## src/rtl/psd_pkg.sv

```systemverilog
`timescale 1ns/1ps
package psd_pkg;
  localparam int unsigned REQ_COUNT = 4;
  localparam int unsigned PIN_COUNT = 6;
  localparam int unsigned BUS_DW    = 16;
  localparam int unsigned BUS_AW    = 2;

  typedef enum logic [BUS_AW-1:0] {
    REG_IN_STAT  = 2'd0,
    REG_IN_CFG   = 2'd1,
    REG_OUT_STAT = 2'd2,
    REG_SPARE    = 2'd3
  } reg_addr_e;

  localparam int unsigned OUT_FLAG_BIT = 0;
  localparam int unsigned OUT_CMPEN_BIT = 1;
  localparam int unsigned OUT_IE_BIT = 2;

  function automatic logic addr_is(input logic [BUS_AW-1:0] a, input reg_addr_e r);
    return a == r;
  endfunction
endpackage

```

## src/rtl/psd_input_detect.sv

```systemverilog
`timescale 1ns/1ps
module psd_input_detect (
  input  logic clk,
  input  logic rst_n,
  input  logic req_n_i,
  input  logic en_i,
  input  logic level_mode_i,
  output logic hit_o
);
  logic stage_neg_q;
  logic sync_q;
  logic prev_q;

  // first stage on the falling edge of the base clock
  always_ff @(negedge clk or negedge rst_n) begin
    if (!rst_n) stage_neg_q <= 1'b1;
    else        stage_neg_q <= req_n_i;
  end

  always_ff @(posedge clk or negedge rst_n) begin
    if (!rst_n) begin
      sync_q <= 1'b1;
      prev_q <= 1'b1;
    end else begin
      sync_q <= stage_neg_q;
      prev_q <= sync_q;
    end
  end

  logic fall_seen;
  logic low_seen;
  assign fall_seen = prev_q & ~sync_q;
  assign low_seen  = ~sync_q;
  assign hit_o     = en_i & (level_mode_i ? low_seen : fall_seen);
endmodule

```

## src/rtl/psd_out_compare.sv

```systemverilog
`timescale 1ns/1ps
module psd_out_compare #(
  parameter int unsigned N_PIN = 6
) (
  input  logic [N_PIN-1:0] pins_i,
  input  logic             enable_i,
  output logic             trip_o,
  output logic             all_high_o
);
  localparam int unsigned N_PAIR = N_PIN / 2;
  logic [N_PAIR-1:0] pair_clash;

  for (genvar g = 0; g < N_PAIR; g++) begin : g_pair
    assign pair_clash[g] = pins_i[2*g] & pins_i[2*g+1];
  end

  assign trip_o     = enable_i & (|pair_clash);
  assign all_high_o = &pins_i;
endmodule

```

## src/rtl/psd_sticky_flag.sv

```systemverilog
`timescale 1ns/1ps
module psd_sticky_flag (
  input  logic clk,
  input  logic rst_n,
  input  logic set_i,
  input  logic rd_i,
  input  logic wr_i,
  input  logic wbit_i,
  input  logic clr_ok_i,
  output logic flag_o,
  output logic clr_evt_o
);
  logic flag_q;
  logic armed_q;

  assign clr_evt_o = wr_i & ~wbit_i & armed_q & clr_ok_i;
  assign flag_o    = flag_q;

  always_ff @(posedge clk or negedge rst_n) begin
    if (!rst_n) begin
      flag_q  <= 1'b0;
      armed_q <= 1'b0;
    end else begin
      if (set_i)          flag_q <= 1'b1;
      else if (clr_evt_o) flag_q <= 1'b0;
      if (wr_i)                armed_q <= 1'b0;
      else if (rd_i && flag_q) armed_q <= 1'b1;
    end
  end
endmodule

```

## src/rtl/pwm_shutdown_ctrl.sv

```systemverilog
`timescale 1ns/1ps
module pwm_shutdown_ctrl
  import psd_pkg::*;
#(
  parameter int unsigned N_REQ = REQ_COUNT,
  parameter int unsigned N_PIN = PIN_COUNT,
  parameter int unsigned DW    = BUS_DW
) (
  input  logic                  clk,
  input  logic                  rst_n,
  input  logic [BUS_AW-1:0]     bus_addr,
  input  logic                  bus_rd,
  input  logic                  bus_wr,
  input  logic [DW-1:0]         bus_wdata,
  output logic [DW-1:0]         bus_rdata,
  input  logic [N_REQ-1:0]      shdn_req_n,
  input  logic [N_PIN-1:0]      pwm_in,
  output logic [N_PIN-1:0]      pwm_out,
  output logic [N_PIN-1:0]      pwm_oe,
  output logic                  irq
);
  localparam int unsigned IN_IE_BIT = N_REQ;
  localparam int unsigned MODE_LO   = N_REQ;
  localparam int unsigned MODE_HI   = 2 * N_REQ - 1;

  logic sel_in_stat, sel_in_cfg, sel_out_stat;
  assign sel_in_stat  = addr_is(bus_addr, REG_IN_STAT);
  assign sel_in_cfg   = addr_is(bus_addr, REG_IN_CFG);
  assign sel_out_stat = addr_is(bus_addr, REG_OUT_STAT);

  logic             in_ie_q, out_ie_q, oce_q;
  logic [N_REQ-1:0] det_en_q, mode_q;

  always_ff @(posedge clk or negedge rst_n) begin
    if (!rst_n) begin
      in_ie_q  <= 1'b0;
      out_ie_q <= 1'b0;
      oce_q    <= 1'b0;
      det_en_q <= '0;
      mode_q   <= '0;
    end else if (bus_wr) begin
      if (sel_in_stat) in_ie_q <= bus_wdata[IN_IE_BIT];
      if (sel_in_cfg) begin
        det_en_q <= bus_wdata[N_REQ-1:0];
        mode_q   <= bus_wdata[MODE_HI:MODE_LO];
      end
      if (sel_out_stat) begin
        oce_q    <= bus_wdata[OUT_CMPEN_BIT];
        out_ie_q <= bus_wdata[OUT_IE_BIT];
      end
    end
  end

  // input request detection and sticky flags
  logic [N_REQ-1:0] req_hit;
  logic [N_REQ-1:0] in_flag_q;
  logic [N_REQ-1:0] in_clr_evt;

  for (genvar i = 0; i < N_REQ; i++) begin : g_req
    psd_input_detect u_det (
      .clk          (clk),
      .rst_n        (rst_n),
      .req_n_i      (shdn_req_n[i]),
      .en_i         (det_en_q[i]),
      .level_mode_i (mode_q[i]),
      .hit_o        (req_hit[i])
    );
    psd_sticky_flag u_flag (
      .clk       (clk),
      .rst_n     (rst_n),
      .set_i     (req_hit[i]),
      .rd_i      (bus_rd & sel_in_stat),
      .wr_i      (bus_wr & sel_in_stat),
      .wbit_i    (bus_wdata[i]),
      .clr_ok_i  (1'b1),
      .flag_o    (in_flag_q[i]),
      .clr_evt_o (in_clr_evt[i])
    );
  end

  // output level compare and its flag
  logic cmp_trip, pins_all_high, osf_q, osf_clr_evt;

  psd_out_compare #(.N_PIN(N_PIN)) u_cmp (
    .pins_i     (pwm_in),
    .enable_i   (oce_q),
    .trip_o     (cmp_trip),
    .all_high_o (pins_all_high)
  );

  psd_sticky_flag u_osf (
    .clk       (clk),
    .rst_n     (rst_n),
    .set_i     (cmp_trip),
    .rd_i      (bus_rd & sel_out_stat),
    .wr_i      (bus_wr & sel_out_stat),
    .wbit_i    (bus_wdata[OUT_FLAG_BIT]),
    .clr_ok_i  (~oce_q & pins_all_high),
    .flag_o    (osf_q),
    .clr_evt_o (osf_clr_evt)
  );

  logic shutdown_any;
  assign shutdown_any = (|in_flag_q) | osf_q;
  assign pwm_oe  = {N_PIN{~shutdown_any}};
  assign pwm_out = pwm_in;
  assign irq     = (in_ie_q & (|in_flag_q)) | (out_ie_q & osf_q);

  always_comb begin
    bus_rdata = '0;
    unique case (bus_addr)
      REG_IN_STAT: begin
        bus_rdata[N_REQ-1:0] = in_flag_q;
        bus_rdata[IN_IE_BIT] = in_ie_q;
      end
      REG_IN_CFG: begin
        bus_rdata[N_REQ-1:0]       = det_en_q;
        bus_rdata[MODE_HI:MODE_LO] = mode_q;
      end
      REG_OUT_STAT: begin
        bus_rdata[OUT_FLAG_BIT]  = osf_q;
        bus_rdata[OUT_CMPEN_BIT] = oce_q;
        bus_rdata[OUT_IE_BIT]    = out_ie_q;
      end
      default: bus_rdata = '0;
    endcase
  end

  logic unused_wdata;
  assign unused_wdata = ^{bus_wdata[DW-1:2*N_REQ], in_clr_evt, osf_clr_evt};
endmodule

```

## config.mk

```make
export PLATFORM = sky130hd
export DESIGN_NAME = pwm_shutdown_ctrl
export DESIGN_NICKNAME = d
export VERILOG_FILES = /design/src/rtl/psd_pkg.sv /design/src/rtl/psd_input_detect.sv /design/src/rtl/psd_out_compare.sv /design/src/rtl/psd_sticky_flag.sv /design/src/rtl/pwm_shutdown_ctrl.sv
export SDC_FILE = /design/constraint.sdc
export NUM_CORES = 1
export LEC_CHECK = 0
export ABC_AREA = 0
export BUFFER_PORTS_ARGS = -buffer_cell sky130_fd_sc_hd__buf_2
export CAP_MARGIN = 20
export CORE_UTILIZATION = 47
export CTS_CLUSTER_DIAMETER = 60
export CTS_CLUSTER_SIZE = 8
export DETAILED_ROUTE_END_ITERATION = 10
export PLACE_DENSITY = 0.79
export RECOVER_POWER = 25
export SLEW_MARGIN = 25
export SYNTH_ARGS = -nofsm -noshare
export SYNTH_HDL_FRONTEND = slang
export SYNTH_SLANG_ARGS = --single-unit
```

## constraint.sdc

```tcl
create_clock -name clk -period 2 [get_ports clk]
set_clock_uncertainty 0.2 [all_clocks]
set_input_delay 0.4 -clock clk [delete_from_list [all_inputs] [get_ports clk]]
set_output_delay 0.4 -clock clk [all_outputs]
set_load 0.02 [all_outputs]
```

After elaboration in Yosys (flattened, before gate mapping). Index checks and enable logic that the tools add are counted.

Bits in registers: 33. Input port bits: 32. Output and inout port bits: 29. Word-level logic and storage cells: 120.

Eq/ne operators: 2. Multiplexer cells: 27. Bitwise operators: 42. Reduce and logical (&&, ||, !) cells: 22.

Operator list (count): bitwise AND 1 bit (30); two-way mux 1 bit (24); nonzero test 2 bit (10); inverter 1 bit (10); one-hot mux 3 bit (3 select lines) (1); AND reduction 2 bit (3); AND reduction 6 bit (1); logical AND 1 bit (5); one-hot mux 2 bit (2 select lines) (1); OR reduction 4 bit (1); two-way mux 3 bit (1); OR reduction 3 bit (1); == test 2 x 1 -> 1 bit, second input constant (1); == test 2 bit, second input constant (1); logical NOT 2 bit (1); bitwise OR 1 bit (2).

Longest topological paths before layout.
Depth after elaboration: 7. Gate-level depth with buffers: 4. Gate-level depth less buffers: 3.

Cells and area by module. A second synthesis with hierarchy kept.

Cell total of the unflattened synthesis: 134. Area total of the unflattened synthesis: 1654.1 um^2.

Modules (own cells, without submodules): pwm_shutdown_ctrl (instances 1, cells an instance 69, area each 808.3 um^2, sequential area each 275.3 um^2); psd_sticky_flag (instances 5, cells an instance 7, area each 83.8 um^2, sequential area each 50.0 um^2); psd_input_detect (instances 4, cells an instance 6, area each 98.8 um^2, sequential area each 78.8 um^2); psd_out_compare (instances 1, cells an instance 6, area each 31.3 um^2, sequential area each 0.0 um^2).

==> results.ini <==
[sta]
period_needed_ns=2.222
rsz0062_at_grt=true
setup_viol=9
max_freq_mhz=450.1
slew_violations=0
hold_viol=0
finalWorstSetupSlack_ns=-0.2218
tightestPinTransition_ns=1.161
relSlewSlack_pct=22.41
finalCritPeriodShare_pct=111.1

[critical_path]
critPathArrivalTime_ns=1.62
rr_endpoint=g_req[1].u_det.sync_q
cp-start-kind=register
crit_type=register to output pin
r2r_cells=0
endpoint_kind=output pin
critical_path_required_ns=1.40
rrSetupSlack_ns=0.20
cp_slowest_stage_delay_ns=0.56
r2r-start=g_req[1].u_det.stage_neg_q
critical_path.cell_chain=or4_4 -> a22o_1 -> buf_6
crit_slowest_cell=or4_4
critical_path.max_fanout=2

[synthesis]
synth-compound-area-share_pct=6.880
yosysTopAreaCell=dfrtp_1
ys_types=28
syn_area_mm2=0.001528
yosys.area_share.adder_pct=0
synth.top_cells.by_count=dfrtp_1 (21), buf_4 (19), dfstp_2 (12), nor2_1 (12), mux2_2 (11)
synth_top_area_share_pct=34.40
ys_ff_latch=33
synth_top_family_by_area=simple AND/OR/NAND/NOR gates
yosys_warnings=0
synthSimpleGateAreaFrac_pct=15.40
synth-edff-count=0
async_flop_share_pct=100.0
synth_area_per_cell_um2=12.32
yosysSeqAreaShare_pct=55.04
synth_flop_cell=dfrtp_1
synth_area_leaders=dfrtp_1 (34%), dfstp_2 (21%), buf_4 (9.3%)
muxShareOfSynthArea_pct=11.38
synth.most_common_cell=dfrtp_1
synth_xor_area_share_pct=0
synthCells=124

[clock_tree]
cts.clk_slew.worst_paths_ns=0.11
cts_buffers=5
htreeDepth=2
cts_tree=done
clock_sinks=33
cts-root-buf=clkbuf_4
ctsLongestPathBuffers=2
clkLatencyLatePin_ns=0.38

[power_and_ir_drop]
vdd_ir_drop_max_mv=0.5427
finalPower_w=0.001792
powerDensity_mw_per_mm2=970.5
p_leak_nw=0.8733

[floorplanning]
initial_core_util_pct=49.63
core-area_mm2=0.003078
die-area_mm2=0.003482
die_y_um=59.01
ios=61
row_count=20
die_w_um=59.01

[routing]
wl_per_cell_um=13.65
drtIter0Drc=47
drcViolationCount=0
wl_um=2949
postRouteAntennaNets=0
avgViaCountPerCell=4.838
via_count=1045
drtPass1Iterations=5

[cells_and_area]
nFillCells=277
final_area_mm2=0.001847
num_antenna_cells=0
area_growth_pct=20.88
finish.utilization_pct=60.00
fin_nets=203
drive_gt1_share_pct=48.26
final-instance-count-excl-fill=216

[place]
port-buffer-count=44
dpl.hpwl_um=2162
dp_worst_setup_slack_ns=0.07068
gp_congestion=0.7905
place_area_mm2=0.001709
place_inst=203

[grt]
antenna_found_initial=0
grt.total_usage_pct=19.67
grt_overflow_total=0
grt_max_degree=29
grt_pass1_wl_um=4781
grt_pass1_vias=1058

[hold_path]
min_path_cells=2
min_from=bus_wdata[7]
min_to=mode_q[3]
hp-class=primary input to register

[status]
violations=negative setup slack
outcome=finished, violations left

[run]
maxCapViolCount=0

[how the worst max path moves through the flow]
stage	endpoint	from
after global placement	irq	g_req[3].u_flag.flag_o
after floorplan	pwm_oe[1]	g_req[2].u_flag.flag_o
after global routing	pwm_oe[3]	g_req[0].u_flag.flag_o
after CTS	irq	g_req[0].u_flag.flag_o
final	irq	g_req[0].u_flag.flag_o
after detailed placement	irq	g_req[3].u_flag.flag_o
[metrics by stage]
| stage | TNS (ns) | hold slack [ns] |
|---|---|---|
| final | -1.485 | 0.09104 |
| after global routing | -2.782 | 0.08611 |
| after CTS | -1.592 | 0.07339 |
| after detailed placement | 0 | 0.02332 |
| after global placement | 0 | 0.01910 |
| after floorplan | 0 | -0.09559 |
[final cells by class]
type | instances | area [µm²] | area share (%)
Multi-Input combinational cell | 76 | 544.3 | 29.47
Sequential cell | 33 | 840.8 | 45.53
Tap cell | 44 | 55.05 | 2.981
Clock buffer | 5 | 37.54 | 2.033
Timing Repair Buffer | 51 | 285.3 | 15.45
Clock inverter | 7 | 83.83 | 4.539
[flip-flops by register name, summed over array words and instances, names as in the netlist]
signal,count
det_en_q,4
g_req.u_det.sync_q,4
g_req.u_flag.flag_o,4
out_ie_q,1
u_osf.armed_q,1
g_req.u_det.prev_q,4
g_req.u_flag.armed_q,4
u_osf.flag_o,1
g_req.u_det.stage_neg_q,4
mode_q,4
in_ie_q,1
oce_q,1
[power breakdown]
group | internal (W) | switching, W | leakage, nW
sequential | 0.000767 | 0.0000613 | 0.361
clock | 0.000401 | 0.000255 | 0.0767
combinational | 0.000149 | 0.000159 | 0.436
[worst max-delay path: cells and delay by family, from the launching register on]
kind	cells	cell delay (ns)
AO/OA/AOI/OAI	1	0.20
buffers and inverters	1	0.13
AND/OR/NAND/NOR	1	0.56
flip-flops	1	0.39
[layer usage]
layer / share of wire [%] / global-route usage (%) / vias up
li1: - / - / 497
met1: 44 / 22.35 / 489
met2: 47 / 34.09 / 54
met3: 7.2 / 7.205 / 5
met4: 1.4 / 6.803 / 0
met5: 0 / 0 / -
[cell usage in the layout (no fill, tap or decap), drive strengths merged, types with 2 or more instances in the layout]
| cell type | synthesis | routed |
|---|---|---|
| mux2 | 11 | 11 |
| clkbuf | 0 | 8 |
| a21oi | 4 | 4 |
| mux2i | 5 | 5 |
| nand3b | 5 | 5 |
| buf | 21 | 47 |
| o21ai | 3 | 3 |
| nor3b | 6 | 6 |
| conb | 1 | 8 |
| bufinv | 0 | 2 |
| dfstp | 12 | 12 |
| inv | 1 | 4 |
| nor2 | 12 | 12 |
| a21o | 4 | 4 |
| nand2 | 5 | 5 |
| and2 | 3 | 3 |
| dfrtp | 21 | 21 |
[cell families (layout without fill, tap and decap cells)]
group | after synthesis | after routing
muxes | 16 | 16
buffers and inverters | 22 | 63
AOI/OAI and AO/OA | 16 | 16
other | 1 | 8
and+or+nand+nor | 36 | 36
DFF | 33 | 33
[what timing repair did]
item,CTS,global route
pin swaps,2,0
buffers inserted,1,0
resized for setup,6,0
hold endpoints to repair,21,0
hold buffers,1,0
setup endpoints to repair,7,7
(Power assumes the default switching activity.)
